<file path="config.mk">
export PLATFORM = sky130hd
export DESIGN_NAME = pic_ctrl
export DESIGN_NICKNAME = d
export VERILOG_FILES = /design/src/rtl/pic_pkg.sv /design/src/rtl/pic_cfg.sv /design/src/rtl/pic_req.sv /design/src/rtl/pic_prio.sv /design/src/rtl/pic_ctrl.sv
export SDC_FILE = /design/constraint.sdc
export NUM_CORES = 1
export LEC_CHECK = 0
export ABC_AREA = 1
export BUFFER_PORTS_ARGS = -buffer_cell sky130_fd_sc_hd__buf_2
export CORE_MARGIN = 3
export CORE_UTILIZATION = 61
export CTS_CLUSTER_DIAMETER = 60
export DETAILED_ROUTE_END_ITERATION = 8
export MAX_ROUTING_LAYER = met4
export PLACE_DENSITY = 0.84
export SYNTH_ARGS = -nofsm -noshare
export SYNTH_HDL_FRONTEND = slang
export SYNTH_HIERARCHICAL = 1
export SYNTH_SLANG_ARGS = --single-unit
</file>
<file path="constraint.sdc">
create_clock -name clk -period 6.3 [get_ports clk]
set_clock_uncertainty 0.1 [all_clocks]
set_input_delay 0.63 -clock clk [delete_from_list [all_inputs] [get_ports clk]]
set_output_delay 0.63 -clock clk [all_outputs]
set_load 0.01 [all_outputs]
</file>
<file path="src/rtl/pic_pkg.sv">
package pic_pkg;
   typedef enum logic [1:0] {
      CFG_RUN  = 2'd0,
      CFG_BASE = 2'd1,
      CFG_CASC = 2'd2,
      CFG_MODE = 2'd3
   } cfg_state_e;

   localparam logic [1:0] PORT_CTL  = 2'd0;
   localparam logic [1:0] PORT_AUX  = 2'd1;
   localparam logic [1:0] PORT_TRIG = 2'd2;
endpackage

</file>
<file path="src/rtl/pic_cfg.sv">
module pic_cfg
   import pic_pkg::*;
#(
   parameter int DATA_W = 8,
   parameter int N_IN   = 8,
   parameter logic [N_IN-1:0] FORCE_EDGE = 'h07
) (
   input  logic                         clk,
   input  logic                         rst_n,
   input  logic                         wr_en,
   input  logic [1:0]                   addr,
   input  logic [DATA_W-1:0]            wr_data,
   output logic [N_IN-1:0]              mask,
   output logic [N_IN-1:0]              trig,
   output logic [DATA_W-$clog2(N_IN)-1:0] base,
   output logic [DATA_W-1:0]            cas_cfg,
   output logic                         mode86,
   output logic                         read_isr,
   output logic                         eoi_pulse,
   output logic                         restart_pulse
);
   localparam int IDX_W  = $clog2(N_IN);
   localparam int BASE_W = DATA_W - IDX_W;
   localparam logic [DATA_W-1:0] EOI_CODE = DATA_W'(32'h20);

   cfg_state_e            state_q;
   logic                  need_mode_q;
   logic [BASE_W-1:0]     base_q;
   logic [DATA_W-1:0]     cas_q;
   logic                  mode_q;
   logic [N_IN-1:0]       mask_q;
   logic [N_IN-1:0]       trig_q;
   logic                  rsel_q;

   logic ctl_wr, aux_wr, trig_wr;
   logic is_start, is_cmd, is_rdsel;

   assign ctl_wr   = wr_en && (addr == PORT_CTL);
   assign aux_wr   = wr_en && (addr == PORT_AUX);
   assign trig_wr  = wr_en && (addr == PORT_TRIG);
   assign is_start = ctl_wr && wr_data[4];
   assign is_cmd   = ctl_wr && (wr_data[4:3] == 2'b00);
   assign is_rdsel = ctl_wr && (wr_data[4:3] == 2'b01);

   assign eoi_pulse     = is_cmd && (wr_data == EOI_CODE);
   assign restart_pulse = is_start;

   always_ff @(posedge clk or negedge rst_n) begin
      if (!rst_n) begin
         state_q     <= CFG_RUN;
         need_mode_q <= 1'b0;
         base_q      <= '0;
         cas_q       <= '0;
         mode_q      <= 1'b0;
         mask_q      <= '1;
         trig_q      <= '0;
         rsel_q      <= 1'b0;
      end else begin
         if (is_start) begin
            state_q     <= CFG_BASE;
            need_mode_q <= wr_data[0];
            mode_q      <= 1'b0;
            rsel_q      <= 1'b0;
         end else if (is_rdsel && wr_data[1]) begin
            rsel_q <= wr_data[0];
         end
         if (aux_wr) begin
            case (state_q)
               CFG_BASE: begin
                  base_q  <= wr_data[DATA_W-1:IDX_W];
                  state_q <= CFG_CASC;
               end
               CFG_CASC: begin
                  cas_q   <= wr_data;
                  state_q <= need_mode_q ? CFG_MODE : CFG_RUN;
               end
               CFG_MODE: begin
                  mode_q  <= wr_data[0];
                  state_q <= CFG_RUN;
               end
               default: mask_q <= wr_data[N_IN-1:0];
            endcase
         end
         if (trig_wr) trig_q <= wr_data[N_IN-1:0] & ~FORCE_EDGE;
      end
   end

   assign mask     = mask_q;
   assign trig     = trig_q;
   assign base     = base_q;
   assign cas_cfg  = cas_q;
   assign mode86   = mode_q;
   assign read_isr = rsel_q;

   // sequence writes never reach the mask
   a_r2_init_keeps_mask: assert property (@(posedge clk) disable iff (!rst_n)
      (aux_wr && state_q != CFG_RUN) |=> $stable(mask_q));
endmodule

</file>
<file path="src/rtl/pic_req.sv">
module pic_req #(
   parameter int N_IN = 8
) (
   input  logic            clk,
   input  logic            rst_n,
   input  logic [N_IN-1:0] irq_in,
   input  logic [N_IN-1:0] trig,
   input  logic [N_IN-1:0] ack_clr,
   output logic [N_IN-1:0] irr
);
   for (genvar i = 0; i < N_IN; i++) begin : g_line
      logic prev_q, req_q;
      always_ff @(posedge clk or negedge rst_n) begin
         if (!rst_n) begin
            prev_q <= 1'b0;
            req_q  <= 1'b0;
         end else begin
            prev_q <= irq_in[i];
            if (trig[i]) req_q <= irq_in[i];
            else         req_q <= (req_q & ~ack_clr[i]) | (irq_in[i] & ~prev_q);
         end
      end
      assign irr[i] = req_q;

      // an edge-latched request survives until acknowledged
      a_r11_edge_hold: assert property (@(posedge clk) disable iff (!rst_n)
         (!trig[i] && req_q && !ack_clr[i]) |=> req_q);
   end
endmodule

</file>
<file path="src/rtl/pic_prio.sv">
module pic_prio #(
   parameter int N_IN = 8
) (
   input  logic                     clk,
   input  logic                     rst_n,
   input  logic [N_IN-1:0]          irr,
   input  logic [N_IN-1:0]          mask,
   input  logic                     ack,
   input  logic                     eoi,
   input  logic                     clear_all,
   output logic [N_IN-1:0]          isr,
   output logic                     any,
   output logic [$clog2(N_IN)-1:0]  win_idx,
   output logic [N_IN-1:0]          ack_clr
);
   localparam int IDX_W = $clog2(N_IN);

   logic [N_IN-1:0] isr_q, cand, isr_low, allow, elig, win_oh;

   assign cand    = irr & ~mask;
   assign isr_low = isr_q & (~isr_q + N_IN'(1));
   assign allow   = isr_low - N_IN'(1);
   assign elig    = cand & allow;
   assign win_oh  = elig & (~elig + N_IN'(1));
   assign any     = |elig;

   always_comb begin
      win_idx = '0;
      for (int i = N_IN - 1; i >= 0; i--) begin
         if (elig[i]) win_idx = IDX_W'(i);
      end
   end

   assign ack_clr = (ack && any) ? win_oh : '0;

   always_ff @(posedge clk or negedge rst_n) begin
      if (!rst_n)         isr_q <= '0;
      else if (clear_all) isr_q <= '0;
      else                isr_q <= (isr_q & ~(eoi ? isr_low : '0)) | ack_clr;
   end

   assign isr = isr_q;

   // the acknowledged level ends up in service
   a_r7_ack_sets_isr: assert property (@(posedge clk) disable iff (!rst_n)
      (ack && any && !clear_all) |=> ((isr_q & $past(win_oh)) != '0));
   // an acknowledge with nothing presented leaves service state alone
   a_r10_default_keeps_isr: assert property (@(posedge clk) disable iff (!rst_n)
      (ack && !any && !eoi && !clear_all) |=> (isr_q == $past(isr_q)));
   // one end-of-interrupt retires exactly one level
   a_r8_eoi_one_level: assert property (@(posedge clk) disable iff (!rst_n)
      (eoi && !ack && !clear_all && isr_q != '0) |=>
      ($countones(isr_q) + 1 == $countones($past(isr_q))));
endmodule

</file>
<file path="src/rtl/pic_ctrl.sv">
module pic_ctrl
   import pic_pkg::*;
#(
   parameter int DATA_W = 8,
   parameter int N_IN   = 8,
   parameter logic [N_IN-1:0] FORCE_EDGE = 'h07
) (
   input  logic                    clk,
   input  logic                    rst_n,
   input  logic                    master_mode,
   input  logic                    wr_en,
   input  logic [1:0]              addr,
   input  logic [DATA_W-1:0]       wr_data,
   output logic [DATA_W-1:0]       rd_data,
   input  logic [N_IN-1:0]         irq_in,
   output logic                    int_out,
   input  logic                    inta,
   input  logic [$clog2(N_IN)-1:0] cas_in,
   output logic [$clog2(N_IN)-1:0] cas_out,
   output logic                    cas_out_en,
   output logic [DATA_W-1:0]       vec_out,
   output logic                    vec_valid
);
   localparam int IDX_W  = $clog2(N_IN);
   localparam int BASE_W = DATA_W - IDX_W;

   if (N_IN < 2 || N_IN != (1 << IDX_W) || N_IN > DATA_W) begin : g_bad_params
      $error("pic_ctrl: N_IN must be a power of two between 2 and DATA_W");
   end

   logic [N_IN-1:0]   mask, trig, irr, isr, ack_clr;
   logic [BASE_W-1:0] base;
   logic [DATA_W-1:0] cas_cfg;
   logic              mode86, read_isr, eoi_pulse, restart_pulse;
   logic              any, respond, ack_go, slave_hit;
   logic [IDX_W-1:0]  win_idx, vec_idx;

   pic_cfg #(.DATA_W(DATA_W), .N_IN(N_IN), .FORCE_EDGE(FORCE_EDGE)) u_cfg (
      .clk(clk), .rst_n(rst_n), .wr_en(wr_en), .addr(addr), .wr_data(wr_data),
      .mask(mask), .trig(trig), .base(base), .cas_cfg(cas_cfg), .mode86(mode86),
      .read_isr(read_isr), .eoi_pulse(eoi_pulse), .restart_pulse(restart_pulse)
   );

   pic_req #(.N_IN(N_IN)) u_req (
      .clk(clk), .rst_n(rst_n), .irq_in(irq_in), .trig(trig),
      .ack_clr(ack_clr), .irr(irr)
   );

   pic_prio #(.N_IN(N_IN)) u_prio (
      .clk(clk), .rst_n(rst_n), .irr(irr), .mask(mask), .ack(ack_go),
      .eoi(eoi_pulse), .clear_all(restart_pulse), .isr(isr), .any(any),
      .win_idx(win_idx), .ack_clr(ack_clr)
   );

   assign respond   = master_mode || (cas_in == cas_cfg[IDX_W-1:0]);
   assign ack_go    = inta && respond;
   assign slave_hit = master_mode && any && cas_cfg[win_idx];
   assign vec_idx   = any ? win_idx : IDX_W'(N_IN - 1);

   assign int_out    = any;
   assign cas_out_en = ack_go && slave_hit;
   assign cas_out    = cas_out_en ? win_idx : '0;
   assign vec_valid  = ack_go && mode86 && !slave_hit;
   assign vec_out    = vec_valid ? {base, vec_idx} : '0;

   always_comb begin
      case (addr)
         PORT_CTL:  rd_data = DATA_W'(read_isr ? isr : irr);
         PORT_AUX:  rd_data = DATA_W'(mask);
         PORT_TRIG: rd_data = DATA_W'(trig);
         default:   rd_data = '0;
      endcase
   end

   // a slave under a foreign identity keeps its service state
   a_r13_slave_silent: assert property (@(posedge clk) disable iff (!rst_n)
      (inta && !master_mode && cas_in != cas_cfg[IDX_W-1:0] && !wr_en) |=> $stable(isr));
   // a master never strobes a vector while addressing a slave
   a_r13_no_vec_for_slave: assert property (@(posedge clk) disable iff (!rst_n)
      cas_out_en |-> !vec_valid);
   // with every input masked nothing is raised
   a_r4_all_masked_quiet: assert property (@(posedge clk) disable iff (!rst_n)
      (mask == '1) |-> !int_out);
endmodule

</file>
==> results of run 1 <==
## per-stage QoR
step	instance area [um^2]	hold slack [ps]	worst slack (ps)	instances
floorplan	3232	234.4	3648	433
global placement	3437	367.2	3321	532
detailed placement	3437	374.6	3285	532
CTS	3540	321.8	2919	540
global route	3540	319.5	2673	540
finish	3540	330.7	2904	540
## state kept, by name, indices dropped and copies added, names as in the netlist
signal	cells
u_req/g_line.req_q	8
u_cfg/need_mode_q	1
u_cfg/mask	8
u_cfg/base	5
u_prio/isr	8
u_cfg/trig	5
u_cfg/read_isr	1
u_cfg/mode86	1
u_cfg/state_q	2
u_cfg/cas_cfg	8
u_req/g_line.prev_q	8
## power by group
group	switching [W]	internal, W	total [W]
registers	0.0000936	0.000464	0.000558
logic	0.000390	0.000207	0.000597
clock network	0.000121	0.0000929	0.000214
total	0.000605	0.000764	0.00137
## layer usage
metal  track usage  share of wire  vias up  routed length [um]
met5             -              0        -                   0
met4       0.09091          0.020        0                 150
met3       0.04535          0.052       15                 396
met2        0.3998           0.46      108                3490
met1        0.3795           0.47     1333                3549
li1              -              -     1422                   -
## cells by family after synthesis
group	after synthesis
AO/OA/AOI/OAI	60
flip-flops	55
XOR/XNOR	1
buffers and inverters	91
AND/OR/NAND/NOR	223
other	1
## worst max-delay path by stage
| stage | startpoint | end | slack, ps | cells after the start |
|---|---|---|---|---|
| after floorplan | u_prio/isr[0]$_DFF_PN0_ | cas_out[0] | 3650 | 15 |
| after global placement | u_prio/isr[0]$_DFF_PN0_ | cas_out[0] | 3320 | 16 |
| after detailed placement | u_prio/isr[0]$_DFF_PN0_ | cas_out[2] | 3280 | 16 |
| after CTS | u_prio/isr[0]$_DFF_PN0_ | cas_out[2] | 2920 | 16 |
| after global routing | u_prio/isr[1]$_DFF_PN0_ | cas_out[1] | 2670 | 16 |
| final | u_prio/isr[0]$_DFF_PN0_ | cas_out[2] | 2900 | 16 |
## area by class of cell
| class | count | area (um^2) | share of cell area |
|---|---|---|---|
| inverters | 75 | 281.5 | 0.07953 |
| repair buffers | 48 | 242.7 | 0.06858 |
| clock buffers | 6 | 82.58 | 0.02333 |
| clock inverters | 2 | 20.02 | 0.005656 |
| flip-flops and latches | 55 | 1386 | 0.3917 |
| multi-input cells | 287 | 1443 | 0.4076 |
| well taps | 67 | 83.83 | 0.02368 |
## cells in the mapped netlist (all sizes together)
library cell    n
nand2         116
inv            75
nor2           56
dfrtp          47
nand3          40
o21ai          40
buf            16
a21oi          10
dfstp           8
nand4           8
o211ai          8
a21boi          1
conb            1
nor3            1
nor3b           1
nor4            1
o31ai           1
xnor2           1
==> metrics.yaml, run 1 <==
die_w_um: 78.71
mostFrequentLayoutCell: "nand2_1"
power_per_cell_area_nw_per_um2: 386.8
htreeDepth: 2
cts_made_buffers: 5
irDropWorstVdd_uv: 197.7
mostFrequentLayoutCells: "113 x nand2_1, 73 x inv_1, 49 x nor2_1, 47 x buf_2, 47 x dfrtp_1"
r2r_start: "u_cfg/cas_cfg[0]$_DFFE_PN0P_"
cts_hold_buf: 0
syn_to_final_growth_pct: 9.779
clockBufferDepth: 2
min_path_cells: 1
synthTopCellsByArea: "dfrtp_1 36%, nand2_1 13%, inv_1 8.5%"
wl_per_cell_um: 14.05
fillers: 420
p_leak_nw: 1.878
root_buffer: "clkbuf_8"
r2r_setup_slack_ps: 4320
place_hpwl_mm: 5.600
worstHoldStart: "irq_in[6]"
synth_area_leader_cell: "dfrtp_1"
critPathMaxFanout: 8
hold_violations: 0
firstDrtPassIters: 5
grt_max_degree: 56
die_area_um2: 6194
grt_pass1_wl_mm: 12.75
worstSetupPathType: "register to output port"
synthCells: 431
setup_tns_ps: 0
synth_fa_ha_area_frac: 0
drive_above_1_share: 0.2135
wirelength_mm: 7.588
ys_seq_area_frac: 0.4300
critPathLaunchType: "register"
ys_types: 31
cts_resized: 0
clk_latency_ps: 310
report.power.total_w: 0.001369
vias_per_cell: 5.330
finalCritPeriodShare: 0.5390
maxCapViolCount: 0
detail-route-antenna-nets: 0
yosys_warnings: 6
crit_path_frequent_cell: "inv_1"
clk_pin_slew_ps: 100
grt_remaining_overflow: 0
holdPathEnd: "u_req/g_line[6].prev_q$_DFF_PN0_"
start_util: 0.6566
drt-initial-drc-count: 257
syn_area_per_cell_um2: 7.481
ys_seq_elements: 55
max_slew_margin: 0.5347
r2r_cells: 12
syn-cell-area_um2: 3224
antenna_cells: 0
port_buffers: 47
cp.required_ps: 5570
rsz0062_at_grt: "no"
cts_setup_buffers: 0
post-route-util: 0.7208
yosysTopAreaCellShare: 0.3648
cp-end-kind: "output port"
core.rowCount: 25
antenna_found_initial: 0
setup-violations-final: 0
arrival_ps: 2670
hold_path.class: "input port to register"
yosys.area_share.simple: 0.3217
cts_tree: "done"
synth_compound_area_frac: 0.1195
cts.sinks: 55
fmax_mhz: 294.5
slew_viol_final: 0
min_period_ps: 3396
core_um2: 4911
worstPathCellList: "nor2_4 > nand2_4 > nor2_4 > o21ai_2 > inv_1 > a21oi_1 > nor2_1 > inv_1 > nand3_1 > nand3_1 > nand2_1 > nand2_2 > inv_1 > nand2_1 > nor2_1 > buf_2"
max_stage_delay_ps: 470
slowest_stage: "dfrtp_1"
synth_top_family_by_area: "simple AND/OR/NAND/NOR gates"
vias: 2878
path_buf_inv: 4
grt_pass1_vias: 2686
ios: 48
status: "finished clean"
cpLargestDelayFamily: "simple AND/OR/NAND/NOR gates"
grt.total_usage: 0.2697
muxShareOfSynthArea: 0
dieHeight_um: 78.71
drc: 0
worst_pin_slew_ps: 698.0
layout.nets: 498
synth_xor_area_frac: 0.002716
rr_endpoint: "u_req/g_line[6].req_q$_DFF_PN0_"
gp_congestion: 0.9298
Note: power is estimated with default switching activity, not from simulation.
==> run 2: changes to the inputs <==
- CORE_UTILIZATION: 61 -> 57
- PLACE_DENSITY: 0.84 -> 0.79
- clock period: 6.3 -> 3.5 ns (I/O delays scaled with it)
==> run 2 against run 1 <==
Via count shrank 1.1%. Final cell count increased by 0.56%. Worst hold slack got worse by 280 ps. Sequential share of layout area down 0.37 points. Combinational power grew 83%. Power rose by 88%. Register-to-register slack got worse by 2900 ps. Worst setup slack got worse by 2600 ps. Clock power is 130% higher. Utilization down 4.7 points. Critical path depth unchanged. Non-clock buffer count did not move. Critical path type unchanged. Critical endpoint is now cas_out[0].
==> metrics.yaml, run 2 (synthesis results as in run 1) <==
status: "finished clean"
antenna_cells: 0
antenna_found_initial: 0
cts_tree: "done"
hold_path.class: "input port to register"
clockBufferDepth: 2
wl_per_cell_um: 14.10
syn_to_final_growth_pct: 10.83
start_util: 0.6081
finalCritPeriodShare: 0.9128
p_leak_nw: 1.890
grt_remaining_overflow: 0
gp_congestion: 1.057
mostFrequentLayoutCell: "nand2_1"
die_area_um2: 6595
drive_above_1_share: 0.2114
grt_pass1_vias: 2670
cts_resized: 0
cts_setup_buffers: 0
dieHeight_um: 81.21
critPathLaunchType: "register"
hold_violations: 0
vias_per_cell: 5.241
firstDrtPassIters: 5
rsz0062_at_grt: "no"
clk_latency_ps: 310
core.rowCount: 26
mostFrequentLayoutCells: "113 x nand2_1, 73 x inv_1, 49 x nor2_1, 47 x buf_2, 47 x dfrtp_1"
cts_made_buffers: 5
die_w_um: 81.21
drc: 0
critPathMaxFanout: 8
cts.sinks: 55
irDropWorstVdd_uv: 443.2
core_um2: 5303
place_hpwl_mm: 5.666
worstSetupPathType: "register to output port"
grt.total_usage: 0.2646
root_buffer: "clkbuf_8"
clk_pin_slew_ps: 90
multiInputGateArea_um2: 1443
seqCellArea_um2: 1386
vias: 2846
detail-route-antenna-nets: 0
wirelength_mm: 7.658
arrival_ps: 2740
ios: 48
max_slew_margin: 0.3417
htreeDepth: 2
min_period_ps: 3195
grt_max_degree: 45
power_per_cell_area_nw_per_um2: 720.5
setup-violations-final: 0
fillers: 452
cts_hold_buf: 0
drt-initial-drc-count: 321
cp-end-kind: "output port"
worst_pin_slew_ps: 987.5
maxCapViolCount: 0
slew_viol_final: 0
fmax_mhz: 313.0
setup_tns_ps: 0
cp.required_ps: 3050
grt_pass1_wl_mm: 12.80
timing.hold.ws_ps: 51.36
port_buffers: 47
layout.nets: 498
-- run 2: area by class of cell --
| type | instances | share of cell area |
|---|---|---|
| multi-input cells | 287 | 0.4037 |
| flip-flops and latches | 55 | 0.3880 |
| inverters | 75 | 0.07878 |
| repair buffers | 48 | 0.06793 |
| well taps | 70 | 0.02451 |
| clock buffers | 6 | 0.02031 |
| clock inverters | 2 | 0.01681 |
-- run 2: final timing paths --
kind                                               from  cells past startpoint                               end  slack (ps)
setup / recovery                u_prio/isr[0]$_DFF_PN0_                     16                        cas_out[0]         310
hold / removal                                irq_in[4]                      1  u_req/g_line[4].prev_q$_DFF_PN0_          50
setup reg to reg           u_cfg/cas_cfg[0]$_DFFE_PN0P_                     12   u_req/g_line[6].req_q$_DFF_PN0_        1400
hold reg to reg               u_cfg/mask[4]$_DFFE_PN1P_                      2         u_cfg/mask[4]$_DFFE_PN1P_         390
max in group asynchronous                         rst_n                      2         u_cfg/mask[3]$_DFFE_PN1P_        2400
min in group asynchronous                         rst_n                      1   u_req/g_line[1].req_q$_DFF_PN0_         100
-- run 2: worst max-delay path, cell delays in order (launching register included) --
cell,delay (ps)
dfrtp_1,460
nor2_4,280
nand2_4,100
nor2_4,170
o21ai_2,120
inv_1,90
a21oi_1,60
nor2_1,260
inv_1,130
nand3_1,100
nand3_1,70
nand2_1,100
nand2_2,80
inv_1,60
nand2_1,90
nor2_1,130
buf_2,140
-- run 2: per-layer routing --
layer  routed length (um)  global-route usage  share of wire
met1                 3358              0.3546           0.44
met2                 3721              0.4212           0.49
met3                  471             0.04324          0.062
met4                  107             0.06757          0.014
met5                    0                   -              0
-- run 2: per-stage QoR --
| stage | total power (W) | instance area [um^2] | worst slack (ps) | cells | util |
|---|---|---|---|---|---|
| finish | 0.002575 | 3573 | 305.1 | 543 | 0.6739 |
| global route | 0.002771 | 3573 | 97.98 | 543 | 0.6739 |
| CTS | 0.002568 | 3573 | 369.8 | 543 | 0.6739 |
| detailed placement | 0.002069 | 3441 | 726.2 | 535 | 0.6489 |
| global placement | 0.002020 | 3441 | 838.5 | 535 | 0.6489 |
| floorplan | 0.001817 | 3232 | 1128 | 433 | - |
-- run 2: report_power, final --
group	switching [W]	internal, W	total (W)
Clock	0.000203	0.000286	0.000489
Combinational	0.000713	0.000372	0.00109
Sequential	0.000165	0.000836	0.00100
Total	0.00108	0.00149	0.00257
==> run 3: changes to the inputs <==
- BUFFER_PORTS_ARGS: -buffer_cell sky130_fd_sc_hd__buf_2 -> -buffer_cell sky130_fd_sc_hd__clkbuf_2
- CORE_UTILIZATION: 57 -> 40
- PLACE_DENSITY: 0.79 -> 0.61
- clock period: 3.5 -> 2.85 ns (I/O delays scaled with it)
==> run 3 against run 2 <==
The run now ends with hold timing, setup timing left. Sequential power up 23%. Non-clock buffer count up 20. Register-to-register slack got worse by 690 ps. Worst setup slack worse by 350 ps. Utilization is 16 points lower. Routed wire length is 7.9% higher. Final cell count is 9.8% higher. Global-route usage shrank 7.1 points.
==> metrics.yaml, run 3 (synthesis results as in run 1) <==
antenna_cells: 0
mostFrequentLayoutCells: "106 x nand2_1, 69 x inv_1, 45 x dfrtp_1, 40 x nor2_1, 36 x clkbuf_2"
drt-initial-drc-count: 95
ios: 48
grt_pass1_vias: 2854
r2r_setup_slack_ps: 710
cp.required_ps: 2470
firstDrtPassIters: 4
worstSetupPathType: "register to output port"
vias: 2914
syn_to_final_growth_pct: 22.78
setup-violations-final: 10
place_hpwl_mm: 5.796
maxCapViolCount: 0
cts_tree: "done"
worst_pin_slew_ps: 718.4
root_buffer: "clkbuf_8"
rsz0062_at_grt: "yes"
port_buffers: 47
layout_setup_ws_ps: -43.90
wl_per_cell_um: 13.87
cts_made_buffers: 5
cp-end-kind: "output port"
htreeDepth: 2
timing.hold.ws_ps: -7.488
grt_pass1_wl_mm: 13.45
antenna_found_initial: 0
power_per_cell_area_nw_per_um2: 891.9
drive_above_1_share: 0.2915
start_util: 0.4151
report.power.total_w: 0.003531
finalCritPeriodShare: 1.015
slew_viol_final: 0
gp_congestion: 0.9194
wirelength_mm: 8.266
dieHeight_um: 95.78
grt_remaining_overflow: 0
cts.sinks: 55
hold_path.class: "input port to async pin"
core_um2: 7767
grt.total_usage: 0.1937
hold_violations: 3
irDropWorstVdd_uv: 300.8
clk_pin_slew_ps: 100
p_leak_nw: 2.019
grt_max_degree: 56
arrival_ps: 2510
critPathMaxFanout: 6
vias_per_cell: 4.889
status: "complete, but fails checks"
min_period_ps: 2894
max_slew_margin: 0.5211
critPathLaunchType: "register"
post-route-util: 0.5097
die_area_um2: 9174
fmax_mhz: 345.6
clk_latency_ps: 310
die_w_um: 95.78
mostFrequentLayoutCell: "nand2_1"
layout.nets: 519
failed_checks: "hold timing, setup timing"
drc: 0
detail-route-antenna-nets: 0
core.rowCount: 32
fillers: 769
clockBufferDepth: 2
==> run 3: worst paths after layout <==
| kind | end | depth (start not counted) | from |
|---|---|---|---|
| max | vec_out[1] | 17 | u_prio/isr[1]$_DFF_PN0_ |
| min | u_req/g_line[2].prev_q$_DFF_PN0_ | 2 | rst_n |
| max reg2reg | u_req/g_line[6].req_q$_DFF_PN0_ | 12 | u_cfg/cas_cfg[2]$_DFFE_PN0P_ |
| min reg2reg | u_cfg/mask[3]$_DFFE_PN1P_ | 2 | u_cfg/mask[3]$_DFFE_PN1P_ |
| max in group asynchronous | u_prio/isr[3]$_DFF_PN0_ | 2 | rst_n |
| min in group clk | u_cfg/read_isr$_DFFE_PN0P_ | 3 | wr_data[0] |
==> run 3: power by group <==
part	total, W	switching (W)	internal [W]	leakage, nW
clock	0.000541	0.000274	0.000267	0.0587
combinational	0.00176	0.00107	0.000690	1.30
sequential	0.00123	0.000206	0.00103	0.661
total	0.00353	0.00155	0.00199	2.02
==> run 3: cell type report <==
class | instances | area [um^2] | share of cell area
tap | 102 | 127.6 | 0.03224
multi-input combinational | 288 | 1602 | 0.4046
timing repair buffer | 68 | 440.4 | 0.1113
clock buffer | 5 | 68.82 | 0.01738
sequential | 55 | 1389 | 0.3508
inverter | 75 | 284.0 | 0.07174
clock inverter | 3 | 47.55 | 0.01201
==> run 3: timing repair <==
action                                  CTS  global route
setup buffers                             6             6
gates cloned                              0             1
pin swaps                                 5            12
resized for setup                         7            53
endpoints found under the setup margin   13            13
hold buffers                              8             0
endpoints found under the hold margin     8             0
==> run 3: through the flow <==
stage	setup slack (ps)	hold slack [ps]	cell area [um^2]	cells	setup TNS [ps]
2_1_floorplan	542.6	-110.6	3232	433	0
3_3_place_gp	191.1	311.0	3481	567	0
3_5_place_dp	147.0	312.9	3481	567	0
4_1_cts	-2.890	26.76	3742	589	-5.745
5_1_grt	-230.7	52.70	3959	596	-2535
6_report	-43.90	-7.488	3959	596	-249.1
==> run 3: critical path: stages (launching register included) <==
cell and delay [ps]:
dfrtp_1 440, nor2_4 150, buf_6 120, nand3_4 90, nor2_4 170, nand2_2 80, nand3_2 90, nand3_2 90
nand2_4 110, inv_4 60, nand2_1 70, nand3_2 70, nand3_2 60, nand2_1 60, nand2_2 140, nand3_4 130
nor2_2 140, buf_2 130
==> run 3: per-layer routing <==
| metal | global-route usage | vias to the layer above | wire length (um) |
|---|---|---|---|
| met5 | - | - | 0 |
| met1 | 0.2563 | 1381 | 3829 |
| met4 | 0.05213 | 0 | 163 |
| met3 | 0.02815 | 14 | 261 |
| met2 | 0.3121 | 53 | 4012 |
| li1 | - | 1466 | - |
